<file path="config.mk">
export PLATFORM = sky130hd
export DESIGN_NAME = reset_cause_recorder
export DESIGN_NICKNAME = d
export VERILOG_FILES = /design/src/rtl/rcr_pkg.sv /design/src/rtl/rcr_classify.sv /design/src/rtl/rcr_status_regs.sv /design/src/rtl/rcr_read_mux.sv /design/src/rtl/reset_cause_recorder.sv
export SDC_FILE = /design/constraint.sdc
export NUM_CORES = 1
export LEC_CHECK = 0
export ABC_AREA = 1
export BUFFER_PORTS_ARGS = -buffer_cell sky130_fd_sc_hd__buf_2
export CORE_ASPECT_RATIO = 1.25
export CORE_MARGIN = 2
export CORE_UTILIZATION = 57
export DETAILED_ROUTE_END_ITERATION = 8
export GPL_TIMING_DRIVEN = 0
export PLACE_DENSITY = 0.8
export SYNTH_ARGS = -nofsm -noshare
export SYNTH_HDL_FRONTEND = slang
export SYNTH_HIERARCHICAL = 1
export SYNTH_SLANG_ARGS = --single-unit
</file>
<file path="constraint.sdc">
create_clock -name clk -period 2.3 [get_ports clk]
set_input_delay 0.23 -clock clk [delete_from_list [all_inputs] [get_ports clk]]
set_output_delay 0.23 -clock clk [all_outputs]
set_load 0.01 [all_outputs]
</file>
<file path="src/rtl/rcr_pkg.sv">
`timescale 1ns/1ps
// rcr_pkg: shared types and bit positions for the reset cause recorder.
// Assumes 8-bit status bytes; positions are fixed by software decode.
package rcr_pkg;
    localparam int BYTE_W = 8;

    // Status byte A positions
    localparam int A_WAKE = 0;
    localparam int A_LVD  = 1;
    localparam int A_LOC  = 2;
    localparam int A_LOL  = 3;
    localparam int A_WDOG = 5;
    localparam int A_PIN  = 6;
    localparam int A_POR  = 7;

    // Status byte B positions
    localparam int B_JTAG = 0;
    localparam int B_LOCK = 1;
    localparam int B_SW   = 2;
    localparam int B_DBG  = 3;
    localparam int B_PROG = 4;
    localparam int B_SACK = 5;

    // One bit per reset source, sampled in a single cycle
    typedef struct packed {
        logic por;
        logic lvd;
        logic loc;
        logic lol;
        logic wdog;
        logic pin;
        logic wake;
        logic jtag;
        logic lockup;
        logic sw;
        logic dbg;
        logic prog;
        logic sackerr;
    } rcr_src_t;
endpackage

</file>
<file path="src/rtl/rcr_classify.sv">
`timescale 1ns/1ps
// rcr_classify: combinational decode of the source vector into an event
// strobe and the two status bytes to be captured.
// Assumes priority power-on > low-voltage > low-leakage wakeup > plain OR.
module rcr_classify
    import rcr_pkg::*;
#(
    parameter int W = BYTE_W
) (
    input  rcr_src_t     src,
    input  logic         ll_mode,
    output logic         event_o,
    output logic [W-1:0] next_a,
    output logic [W-1:0] next_b
);
    logic wake_evt;
    logic plain_any;

    // Event qualification: wakeup only counts in low-leakage mode
    always_comb begin
        wake_evt  = ll_mode & (src.wake | src.pin);
        plain_any = src.loc | src.lol | src.wdog | src.pin | src.jtag |
                    src.lockup | src.sw | src.dbg | src.prog | src.sackerr;
        event_o   = src.por | src.lvd | wake_evt | plain_any;
    end

    // Pattern selection by priority
    always_comb begin
        next_a = '0;
        next_b = '0;
        if (src.por) begin
            next_a[A_POR] = 1'b1;
            next_a[A_LVD] = 1'b1;
        end else if (src.lvd) begin
            next_a[A_LVD] = 1'b1;
        end else if (wake_evt) begin
            next_a[A_WAKE] = 1'b1;
            next_a[A_PIN]  = src.pin;
        end else begin
            next_a[A_LOC]  = src.loc;
            next_a[A_LOL]  = src.lol;
            next_a[A_WDOG] = src.wdog;
            next_a[A_PIN]  = src.pin;
            next_b[B_JTAG] = src.jtag;
            next_b[B_LOCK] = src.lockup;
            next_b[B_SW]   = src.sw;
            next_b[B_DBG]  = src.dbg;
            next_b[B_PROG] = src.prog;
            next_b[B_SACK] = src.sackerr;
        end
    end
endmodule

</file>
<file path="src/rtl/rcr_status_regs.sv">
`timescale 1ns/1ps
// rcr_status_regs: holds the two status bytes and the mode byte.
// Assumes synchronous active-low reset equals a power-on record.
module rcr_status_regs
    import rcr_pkg::*;
#(
    parameter int W        = BYTE_W,
    parameter int MODE_BIT = 1
) (
    input  logic         clk,
    input  logic         rst_n,
    input  logic         event_i,
    input  logic [W-1:0] next_a,
    input  logic [W-1:0] next_b,
    input  logic         boot_mode_n,
    output logic [W-1:0] stat_a,
    output logic [W-1:0] stat_b,
    output logic [W-1:0] mode_b
);
    logic [W-1:0] por_pattern;
    logic [W-1:0] mode_next;

    // Constant patterns for reset load and mode capture
    always_comb begin
        por_pattern           = '0;
        por_pattern[A_POR]    = 1'b1;
        por_pattern[A_LVD]    = 1'b1;
        mode_next             = '0;
        mode_next[MODE_BIT]   = ~boot_mode_n;
    end

    // Capture on reset or event, hold otherwise
    always_ff @(posedge clk) begin
        if (!rst_n) begin
            stat_a <= por_pattern;
            stat_b <= '0;
            mode_b <= mode_next;
        end else if (event_i) begin
            stat_a <= next_a;
            stat_b <= next_b;
            mode_b <= mode_next;
        end
    end
endmodule

</file>
<file path="src/rtl/rcr_read_mux.sv">
`timescale 1ns/1ps
// rcr_read_mux: combinational byte read decode; unmapped offsets give zero.
module rcr_read_mux #(
    parameter int W        = 8,
    parameter int AW       = 3,
    parameter int OFF_A    = 0,
    parameter int OFF_B    = 1,
    parameter int OFF_MODE = 7
) (
    input  logic [AW-1:0] addr,
    input  logic [W-1:0]  stat_a,
    input  logic [W-1:0]  stat_b,
    input  logic [W-1:0]  mode_b,
    output logic [W-1:0]  data
);
    // Offset decode
    always_comb begin
        if (addr == AW'(OFF_A))         data = stat_a;
        else if (addr == AW'(OFF_B))    data = stat_b;
        else if (addr == AW'(OFF_MODE)) data = mode_b;
        else                            data = '0;
    end
endmodule

</file>
<file path="src/rtl/reset_cause_recorder.sv">
`timescale 1ns/1ps
// reset_cause_recorder: top level. Records the cause of the latest reset
// event and exposes it on a read-only byte port.
// Assumes source inputs are already synchronous to clk.
module reset_cause_recorder
    import rcr_pkg::*;
#(
    parameter int ADDR_W   = 3,
    parameter int OFF_A    = 0,
    parameter int OFF_B    = 1,
    parameter int OFF_MODE = 7,
    parameter int MODE_BIT = 1
) (
    input  logic              clk,
    input  logic              rst_n,
    input  logic              src_por,
    input  logic              src_lvd,
    input  logic              src_loc,
    input  logic              src_lol,
    input  logic              src_wdog,
    input  logic              src_pin,
    input  logic              src_wake,
    input  logic              src_jtag,
    input  logic              src_lockup,
    input  logic              src_sw,
    input  logic              src_dbg,
    input  logic              src_prog,
    input  logic              src_sackerr,
    input  logic              ll_mode,
    input  logic              boot_mode_n,
    input  logic [ADDR_W-1:0] rd_addr,
    output logic [BYTE_W-1:0] rd_data
);
    localparam int W = BYTE_W;

    rcr_src_t     src;
    logic         evt;
    logic [W-1:0] nxt_a, nxt_b;
    logic [W-1:0] stat_a_q, stat_b_q, mode_q;

    // Gather sources into one vector
    always_comb begin
        src = '{por: src_por, lvd: src_lvd, loc: src_loc, lol: src_lol,
                wdog: src_wdog, pin: src_pin, wake: src_wake, jtag: src_jtag,
                lockup: src_lockup, sw: src_sw, dbg: src_dbg, prog: src_prog,
                sackerr: src_sackerr};
    end

    rcr_classify #(.W(W)) u_classify (
        .src     (src),
        .ll_mode (ll_mode),
        .event_o (evt),
        .next_a  (nxt_a),
        .next_b  (nxt_b)
    );

    rcr_status_regs #(.W(W), .MODE_BIT(MODE_BIT)) u_regs (
        .clk         (clk),
        .rst_n       (rst_n),
        .event_i     (evt),
        .next_a      (nxt_a),
        .next_b      (nxt_b),
        .boot_mode_n (boot_mode_n),
        .stat_a      (stat_a_q),
        .stat_b      (stat_b_q),
        .mode_b      (mode_q)
    );

    rcr_read_mux #(.W(W), .AW(ADDR_W), .OFF_A(OFF_A), .OFF_B(OFF_B),
                   .OFF_MODE(OFF_MODE)) u_rdmux (
        .addr   (rd_addr),
        .stat_a (stat_a_q),
        .stat_b (stat_b_q),
        .mode_b (mode_q),
        .data   (rd_data)
    );
endmodule

</file>
==> results of run 1 <==
-- flip-flops by register name (all words and copies together) (netlist names) --
signal / cells
u_regs/stat_a: 8
u_regs/stat_b: 8
u_regs/mode_b: 1
-- through the flow --
stage,hold WS (ns),total power (µW)
finish,0.1706,581.2
global route,0.1778,612.7
CTS,0.1668,583.5
detailed placement,0.4663,432.1
global placement,0.4616,427.8
floorplan,0.3615,398.7
-- per-layer routing --
| layer | wire length, µm | vias up | track usage, % | part of all wire (%) |
|---|---|---|---|---|
| met2 | 1204 | 31 | 37.35 | 51 |
| met5 | 0 | - | 0 | 0 |
| met3 | 109 | 4 | 1.961 | 4.6 |
| met4 | 54 | 0 | 13.03 | 2.3 |
| li1 | - | 629 | - | - |
| met1 | 983 | 489 | 23.06 | 42 |
-- worst register-to-register path, cell delays in order, from the launching register on --
cell	delay [ns]
dfxtp_1	0.33
nor2_1	0.11
nor2_2	0.05
-- cells in the final DEF (no fill, tap or decap) --
cell type,instances
edfxtp_1,1
buf_2,23
nand3_1,20
inv_1,29
nand2_4,1
buf_6,7
inv_2,2
nor2_1,42
nand3_2,1
o21ai_2,1
conb_1,10
nand4_1,15
nor2_8,1
nand2_1,34
clkbuf_1,1
nor2_2,3
buf_4,13
clkbuf_4,3
dfxtp_1,16
-- cells in the mapped netlist (all sizes together) --
library cell	number
buf	20
conb	2
dfxtp	16
edfxtp	1
inv	31
nand2	35
nand3	21
nand4	15
nor2	46
o21ai	1
-- how the worst min path moves through the flow --
stage,start,to,slack (ns)
after floorplan,boot_mode_n,u_regs/mode_b[1],0.36
final,boot_mode_n,u_regs/mode_b[1],0.17
after detailed placement,u_regs/stat_a[1],u_regs/stat_a[1],0.47
after global routing,boot_mode_n,u_regs/mode_b[1],0.18
after global placement,u_regs/stat_a[1],u_regs/stat_a[1],0.46
after CTS,boot_mode_n,u_regs/mode_b[1],0.17
-- kinds of logic (layout without fill, tap and decap cells) --
| group | count (synthesis) | in the layout | share of synthesized area (%) |
|---|---|---|---|
| flops | 17 | 17 | 29.23 |
| other cells | 2 | 10 | 0.6265 |
| compound gates | 1 | 1 | 0.7308 |
| buf+inv | 51 | 78 | 24.43 |
| simple gates | 117 | 117 | 44.99 |
-- power groups by stage --
stage	registers [µW]	logic, µW	clock network [µW]
5_1_grt	313	129	171
3_5_place_dp	319	113	0
3_3_place_gp	319	109	0
6_report	312	114	155
4_1_cts	312	114	158
2_1_floorplan	317	81.8	0
-- final cells by class --
type / instances / area, µm² / area share, %
clock buffer: 4 / 26.28 / 1.883
sequential: 17 / 350.3 / 25.11
multi-input combinational: 128 / 585.6 / 41.97
timing repair buffer: 23 / 115.1 / 8.251
tap: 20 / 25.02 / 1.794
buffer: 20 / 176.4 / 12.65
inverter: 31 / 116.4 / 8.341
==> results.yml, run 1 <==
synth:
  synth-seq-area-share_pct: 29.23
  yosysTopAreaCellShare_pct: 26.72
  synth-seq-cells: 17
  synth_cell_types: 16
  yosys.area.top_type: "dfxtp_1"
  yosys_warnings: 6
  syn-cell-area_um2: 1199
  syn_area_per_cell_um2: 6.376
  synthTopCellsByArea: "dfxtp_1 27%, nor2_1 13%, nand2_1 11%, inv_1 9.1%, nand3_1 8.4%"
  syn_inst: 188
timing:
  fin_ws_ns: 1.086
  hold_viol: 0
  rsz0062_at_grt: "false"
  fmax_ghz: 0.8240
  drv_slew: 0
  fin_crit_sh_pct: 52.77
  setup_tns_ns: 0
  skew_ns: 0
  setup_viol: 0
  min_period_ns: 1.214
finish:
  drive_above_1_share_pct: 24.66
  syn2layout_area_growth_pct: 16.39
  final_util_pct: 70.39
  instances_no_fill: 243
  nFillCells: 191
  finalInstanceArea_um2: 1395
  nets: 244
  diodes: 0
die:
  dieArea_um2: 2488
  ios: 28
  chipHeight_um: 55.27
  die_w_um: 45.02
  coreArea_um2: 1982
  rows: 18
  initial_core_util_pct: 60.48
setup_path:
  crit_fanout: 1
  path_buf_inv: 1
  reg2reg_depth: 2
  cp-startpoint: "u_regs/mode_b[1]"
  cp.depth: 3
  cp-end-kind: "primary output"
  critPathMaxStageDelay_ns: 0.39
  critPathTopFamily: "flip-flops"
  ff2ff_setup_slack_ns: 1.71
  r2r_end: "u_regs/stat_b[3]"
  slowest_stage: "edfxtp_1"
  startpoint_type: "flip-flop"
  path_cells: "nand4_1 > nand3_1 > buf_2"
  crit_end: "rd_data[1]"
  arrival_ns: 0.98
  crit-reg2reg-launch: "u_regs/stat_b[3]"
  path_class: "flip-flop to primary output"
  required_ns: 2.07
power_and_ir_drop:
  p_sw_uw: 154.8
  clkPwrFrac_pct: 26.7
  switching_share_pct: 26.63
  power_frac_comb_pct: 19.6
  leakage_uw: 0.0008312
  power.share.sequential_pct: 53.7
  p_int_uw: 426.4
  ir_worst_vdd_mv: 0.2904
  p_per_area_nw_per_um2: 416.6
clocking:
  htreeDepth: 1
  hold_buffers: 0
  cts_made_buffers: 3
  clockBufferDepth: 2
  cts_resized: 0
  path_clk_slew_ns: 0.09
  cts_tree: "done"
  cts_setup_buffers: 0
  clockRootBuffer: "clkbuf_4"
  insertion_delay_ns: 0.29
  cts_sinks: 17
drt:
  drt-wirelength-per-cell_um: 9.683
  drc: 0
  drt_iter0_drc: 20
  vias: 1153
  wirelength_mm: 2.353
  first_pass_iters: 4
  route.antenna.remaining_nets: 0
  vias_per_cell: 4.745
global_route:
  grt_pass1_vias: 1066
  grt_antenna_before_repair: 0
  grt_usage_pct: 21.29
  grt_pass1_wl_mm: 4.105
  grt_max_degree: 11
  overflow: 0
job:
  max_cap_viol_count: 0
placed_design:
  place_ws_ns: 0.9653
  io_buffers: 23
  finalWeightedCongestion: 0.7482
  postPlaceCellArea_um2: 1369
  dp_hpwl_mm: 1.977
  dp.cells: 239
min_path:
  holdPathStages: 2
  hp-class: "input pin to flip-flop"
outcome:
  status: "finished, final reports clean"
No activity file was read; power rests on OpenSTA's default activity.
==> run 2: changes to the inputs <==
--- a/config.mk
+++ b/config.mk
@@ -5,14 +5,14 @@
 export SDC_FILE = /design/constraint.sdc
 export NUM_CORES = 1
 export LEC_CHECK = 0
-export ABC_AREA = 1
+export ABC_AREA = 0
 export BUFFER_PORTS_ARGS = -buffer_cell sky130_fd_sc_hd__buf_2
 export CORE_ASPECT_RATIO = 1.25
 export CORE_MARGIN = 2
-export CORE_UTILIZATION = 57
+export CORE_UTILIZATION = 47
 export DETAILED_ROUTE_END_ITERATION = 8
 export GPL_TIMING_DRIVEN = 0
-export PLACE_DENSITY = 0.8
+export PLACE_DENSITY = 0.71
 export SYNTH_ARGS = -nofsm -noshare
 export SYNTH_HDL_FRONTEND = slang
 export SYNTH_HIERARCHICAL = 1
==> constraint.sdc (replaced) <==
create_clock -name clk -period 0.98 [get_ports clk]
set_input_delay 0.098 -clock clk [delete_from_list [all_inputs] [get_ports clk]]
set_output_delay 0.098 -clock clk [all_outputs]
set_load 0.01 [all_outputs]
==> run 2 against run 1 <==
  * The run now ends with setup timing left
  * Critical path type unchanged
  * Highest routed layer unchanged
  * Synthesized cell count decreased by 42%
  * Final cell count shrank 25%
  * Global-route usage is 1.8 points lower
==> results.yml, run 2 <==
synth:
  synthTopCellsByCount: "24 x mux2i_1, 16 x dfxtp_1, 14 x nor2b_1"
  syn-cell-area_um2: 1129
  yosys_warnings: 6
  synth-seq-area-share_pct: 31.04
  synth_most_common_cell: "mux2i_1"
  yosys.area.top_type: "dfxtp_1"
  yosysTopAreaCellShare_pct: 28.38
  synth_cell_types: 23
  syn_inst: 109
  synth_edf_count: 1
  synth-main-ff-cell: "dfxtp_1"
  synthTopCellsByArea: "dfxtp_1 28%, mux2i_1 21%, nor3b_2 10%, nor2b_1 7.8%, buf_4 7.3%"
  synthArstFlopShare_pct: 0
  synth-seq-cells: 17
  syn_area_per_cell_um2: 10.35
placed_design:
  postPlaceCellArea_um2: 1371
  dp_hpwl_mm: 1.690
  dp.cells: 174
  io_buffers: 26
  finalWeightedCongestion: 0.7184
setup_path:
  cp.depth: 3
  path_cells: "mux2i_1 > o2bb2ai_1 > buf_2"
  arrival_ns: 0.99
  crit_end: "rd_data[1]"
  path_class: "flip-flop to primary output"
  r2r_end: "u_regs/stat_b[4]"
  critPathTopFamily: "flip-flops"
  crit-reg2reg-launch: "u_regs/stat_b[4]"
  crit_fanout: 2
  startpoint_type: "flip-flop"
  path_buf_inv: 1
  cp-startpoint: "u_regs/stat_a[1]"
  reg2reg_depth: 3
  critPathMaxStageDelay_ns: 0.34
  required_ns: 0.88
  cp-end-kind: "primary output"
  slowest_stage: "dfxtp_2"
  ff2ff_setup_slack_ns: 0.23
power_and_ir_drop:
  p_per_area_nw_per_um2: 924.0
  ir_worst_vdd_mv: 0.8358
  power.total_uw: 1407
  leakage_uw: 0.0007559
finish:
  multi_input_area_um2: 693.2
  seq_area_um2: 365.4
  drive_above_1_share_pct: 53.29
  instances_no_fill: 183
  finalInstanceArea_um2: 1523
  final_cell_mix: "22 x buf_2, 22 x mux2i_1, 14 x nor2b_1, 13 x buf_4, 12 x dfxtp_2"
  reg_top3: "u_regs/stat_a: 8 flops, u_regs/stat_b: 8 flops, u_regs/mode_b: 1 flops"
  diodes: 0
  nets: 173
  syn2layout_area_growth_pct: 34.92
  nFillCells: 213
global_route:
  grt_antenna_before_repair: 0
  grt_max_degree: 11
  grt_pass1_wl_mm: 3.843
  grt_pass1_vias: 933
  overflow: 0
  grt_usage_pct: 19.54
clocking:
  cts_tree: "done"
  insertion_delay_ns: 0.29
  htreeDepth: 1
  clockBufferDepth: 2
  cts_made_buffers: 3
  cts_sinks: 17
  clockRootBuffer: "clkbuf_4"
  path_clk_slew_ns: 0.09
die:
  coreArea_um2: 2235
  initial_core_util_pct: 50.50
  die_w_um: 47.83
  rows: 19
  ios: 28
  dieArea_um2: 2812
  chipHeight_um: 58.79
outcome:
  violations: "setup timing"
  status: "finished, violations left"
min_path:
  hp-class: "input pin to flip-flop"
drt:
  drc: 0
  vias: 907
  drt-wirelength-per-cell_um: 12.91
  first_pass_iters: 4
  drt_iter0_drc: 11
  vias_per_cell: 4.956
  wirelength_mm: 2.363
  route.antenna.remaining_nets: 0
timing:
  setup_viol: 8
  drv_slew: 0
  fin_crit_sh_pct: 110.8
  skew_ns: 0
  hold_viol: 0
  fin_ws_ns: -0.1060
  fmax_ghz: 0.9208
  rsz0062_at_grt: "true"
  min_period_ns: 1.086
  whs_ns: 0.04908
job:
  max_cap_viol_count: 0
[run 2: worst register-to-register path, cell delays in order, from the launching register on]
cell and delay (ns):
dfxtp_2 0.33, buf_4 0.12, mux2i_2 0.13, nor2b_1 0.06
[run 2: kinds of logic after synthesis]
family | count (synthesis) | synth area share [%]
and+or+nand+nor | 35 | 24.17
DFF | 17 | 31.04
other | 2 | 0.6654
AOI/OAI and AO/OA | 10 | 7.317
buffers and inverters | 21 | 15.52
muxes | 24 | 21.29
[run 2: worst min path at each step]
stage                startpoint                to  slack [ns]  depth (start not counted)
floorplan                 rst_n  u_regs/stat_a[3]        0.23                          1
global placement    boot_mode_n  u_regs/mode_b[1]        0.33                          2
detailed placement  boot_mode_n  u_regs/mode_b[1]        0.34                          2
CTS                 boot_mode_n  u_regs/mode_b[1]        0.04                          2
global route        boot_mode_n  u_regs/mode_b[1]        0.04                          2
finish              boot_mode_n  u_regs/mode_b[1]        0.05                          2
[run 2: repair_timing]
item	in CTS	in global routing
setup buffers	2	2
pin swaps	2	4
setup endpoints to repair	16	21
gates resized for setup	6	21
hold buffers	0	0
gates cloned	1	0
[run 2: layout make-up]
class | instances | area share [%]
well taps | 31 | 2.547
flip-flops and latches | 17 | 23.99
repair buffers | 31 | 14.71
multi-input cells | 79 | 45.52
plain buffers | 19 | 11.01
inverters | 2 | 0.4930
clock buffers | 4 | 1.726
[run 2: per-stage QoR]
step	worst slack [ns]	util [%]	setup TNS, ns
after floorplan	-0.1480	-	-0.8021
after global placement	-0.3563	61.37	-4.346
after detailed placement	-0.3666	61.37	-4.824
after CTS	-0.1171	65.06	-0.8000
after global routing	-0.1697	68.14	-1.238
final	-0.1060	68.14	-0.6832
[run 2: power by group]
part | switching, µW | internal (µW)
clock network | 214 | 158
registers | 10.6 | 722
logic | 137 | 165
total | 362 | 1050
[run 2: metal layers]
metal | part of all wire [%] | global-route usage (%) | wire length (µm)
met1 | 41 | 22.71 | 971
met2 | 51 | 33.52 | 1213
met3 | 4.7 | 2.147 | 112
met4 | 2.8 | 10.04 | 67
met5 | 0 | 0 | 0
==> run 3: changes to the inputs <==
--- a/config.mk
+++ b/config.mk
@@ -9,11 +9,10 @@
 export BUFFER_PORTS_ARGS = -buffer_cell sky130_fd_sc_hd__buf_2
 export CORE_ASPECT_RATIO = 1.25
 export CORE_MARGIN = 2
-export CORE_UTILIZATION = 47
+export CORE_UTILIZATION = 42
 export DETAILED_ROUTE_END_ITERATION = 8
 export GPL_TIMING_DRIVEN = 0
-export PLACE_DENSITY = 0.71
+export PLACE_DENSITY = 0.69
 export SYNTH_ARGS = -nofsm -noshare
 export SYNTH_HDL_FRONTEND = slang
-export SYNTH_HIERARCHICAL = 1
 export SYNTH_SLANG_ARGS = --single-unit
==> run 3 against run 2 <==
  * The flow still finishes with violations (setup timing)
  * Sequential power shrank 18%
  * Fmax grew 5.3%
  * Area after synthesis shrank 35%
  * Worst hold slack lost 0.016 ns
  * Global-route usage shrank 2.0 points
  * Synthesized cell count shrank 24%
  * Sequential cell count shrank 3
  * Setup slack gained 0.054 ns
  * Count of clock-buffer cells in the layout is the same
  * Critical path type unchanged
  * Critical endpoint unchanged
  * Largest cell class unchanged
  * Largest power group unchanged
==> results.yml, run 3 <==
timing:
  fin_crit_sh_pct: 105.3
  worstMarginPinSlew_ns: 0.3522
  hold_viol: 0
  whs_ns: 0.03329
  drv_slew: 0
  setup_viol: 7
  fmax_ghz: 0.9693
  skew_ns: 0
  rsz0062_at_grt: "true"
  min_period_ns: 1.032
  slew_headroom_pct: 76.52
  fin_ws_ns: -0.05164
global_route:
  grt_usage_pct: 17.54
  grt_pass1_wl_mm: 2.918
  grt_max_degree: 11
  grt_pass1_vias: 672
  grt_antenna_before_repair: 0
  overflow: 0
min_path:
  hp-class: "input pin to flip-flop"
  worstHoldStart: "rst_n"
synth:
  yosys.area.top_type: "dfxtp_1"
  synth_cell_types: 28
  syn_inst: 83
  syn-cell-area_um2: 737.0
  synth_edf_count: 1
  synthTopCellsByCount: "14 x nand3_1, 13 x dfxtp_1, 8 x nor2_1"
  synthArstFlopShare_pct: 0
  synth-seq-cells: 14
  synth.net_count: 103
  yosysTopAreaCellShare_pct: 35.31
  synth-seq-area-share_pct: 39.39
  synth_most_common_cell: "nand3_1"
  syn_area_per_cell_um2: 8.879
  synthTopCellsByArea: "dfxtp_1 35%, nand3_1 9.5%, mux2i_1 6.8%, nor4_4 5.8%, o21ai_1 4.8%"
  synth-main-ff-cell: "dfxtp_1"
  yosys_warnings: 0
drt:
  drc: 0
  drt-wirelength-per-cell_um: 12.66
  wirelength_mm: 1.722
  drt_iter0_drc: 28
  vias_per_cell: 5.507
  vias: 749
  route.antenna.remaining_nets: 0
  first_pass_iters: 4
clocking:
  cts_made_buffers: 3
  clockBufferDepth: 2
  clockRootBuffer: "clkbuf_4"
  insertion_delay_ns: 0.27
  hold_buffers: 0
  htreeDepth: 1
  cts_sinks: 14
  path_clk_slew_ns: 0.09
  cts_tree: "done"
setup_path:
  ff2ff_setup_slack_ns: 0.13
  required_ns: 0.88
  crit_fanout: 2
  cp-end-kind: "primary output"
  arrival_ns: 0.93
  path_class: "flip-flop to primary output"
  slowest_stage: "dfxtp_2"
  crit-reg2reg-launch: "u_regs.stat_a[7]"
  path_cells: "mux2i_1 > o21ai_1 > buf_2"
  cp-startpoint: "u_regs.stat_b[1]"
  startpoint_type: "flip-flop"
  critPathMaxStageDelay_ns: 0.33
die:
  rows: 16
  chipHeight_um: 50.84
  coreArea_um2: 1602
  ios: 28
  die_w_um: 41.47
  dieArea_um2: 2108
  initial_core_util_pct: 46.02
finish:
  regMostFlops: "u_regs.stat_a"
  syn2layout_area_growth_pct: 33.45
  instances_no_fill: 136
  nFillCells: 157
  layout_commonest_cell: "buf_2"
  final_cell_mix: "28 x buf_2, 14 x nand3_1, 10 x dfxtp_2, 8 x nor2_1, 8 x o21ai_1"
  nets: 139
  drive_above_1_share_pct: 50.00
  diodes: 0
  largest_reg_flops: 7
  reg_top3: "u_regs.stat_a: 7 flops, u_regs.stat_b: 6 flops, u_regs.mode_b: 1 flops"
power_and_ir_drop:
  p_per_area_nw_per_um2: 1208
  ir_worst_vdd_mv: 0.8789
  leakage_uw: 0.0004226
placed_design:
  io_buffers: 26
  finalWeightedCongestion: 0.7614
  dp.cells: 127
  dp_hpwl_mm: 1.272
job:
  max_cap_viol_count: 0
outcome:
  status: "finished, violations left"
  violations: "setup timing"
## run 3: changes by cell type after synthesis, moves of 6 or more
cell | previous run | this run
buf_4 | 11 | 0
mux2i_1 | 24 | 5
nand3_1 | 0 | 14
nor2_1 | 2 | 8
nor2b_1 | 14 | 0
nor3b_2 | 9 | 0
o21ai_1 | 0 | 7
o2bb2ai_1 | 8 | 0
## run 3: layout make-up
cell class,instances,area [µm²],share of cell area (%)
inverters,6,22.52,2.290
multi-input cells,58,397.9,40.46
clock buffers,4,36.28,3.690
well taps,18,22.52,2.290
repair buffers,32,175.2,17.81
plain buffers,4,26.28,2.672
flip-flops and latches,14,302.8,30.79
## run 3: worst max-delay path, delay by kind of cell, from the launching register on
| kind | cells | cell delay, ns |
|---|---|---|
| buffers and inverters | 1 | 0.13 |
| multiplexers | 1 | 0.12 |
| flip-flops | 1 | 0.33 |
| AO/OA/AOI/OAI | 1 | 0.08 |
## run 3: timing repair
item                       4_1_cts  5_1_grt
pin swaps                        3        3
setup endpoints to repair        9        9
buffers inserted                 3        3
gates cloned                     0        0
gates resized for setup          8        6
## run 3: metal layers
layer / vias to the layer above / routed length (µm) / track usage (%)
met5: - / 0 / 0
met4: 0 / 14 / 4.839
met3: 2 / 89 / 2.120
met2: 29 / 886 / 30.73
met1: 348 / 731 / 22.57
li1: 370 / - / -
## run 3: through the flow
step                      setup slack, ns  area, µm²  util [%]  setup TNS [ns]  total power (µW)
after floorplan                  -0.02711      737.0         -        -0.02711             690.7
after global placement            -0.2860      889.6     55.55          -3.055             767.3
after detailed placement          -0.3215      889.6     55.55          -3.773             772.4
after CTS                        -0.05606      954.7     59.61         -0.2648              1190
after global routing              -0.1221      983.4     61.41         -0.6938              1251
final                            -0.05164      983.4     61.41         -0.1955              1188
## run 3: worst paths after layout
path / end / cells after the start
worst min-delay path: u_regs.stat_a[7] / 2
worst max-delay path: rd_data[1] / 3
worst min register to register: u_regs.stat_a[0] / 2
worst max register to register: u_regs.stat_a[7] / 3
## run 3: where the power goes
group / leakage (µW) / internal (µW) / switching, µW / total (µW)
clock network: 0.0000210 / 226 / 189 / 414
registers: 0.000120 / 592 / 6.92 / 599
logic: 0.000282 / 77.4 / 97.4 / 175
## run 3: kinds of logic after synthesis
logic type	after synthesis	synth area share, %
and+or+nand+nor	38	31.75
muxes	5	6.791
buffers and inverters	11	6.961
DFF	14	39.39
AOI/OAI and AO/OA	15	15.11
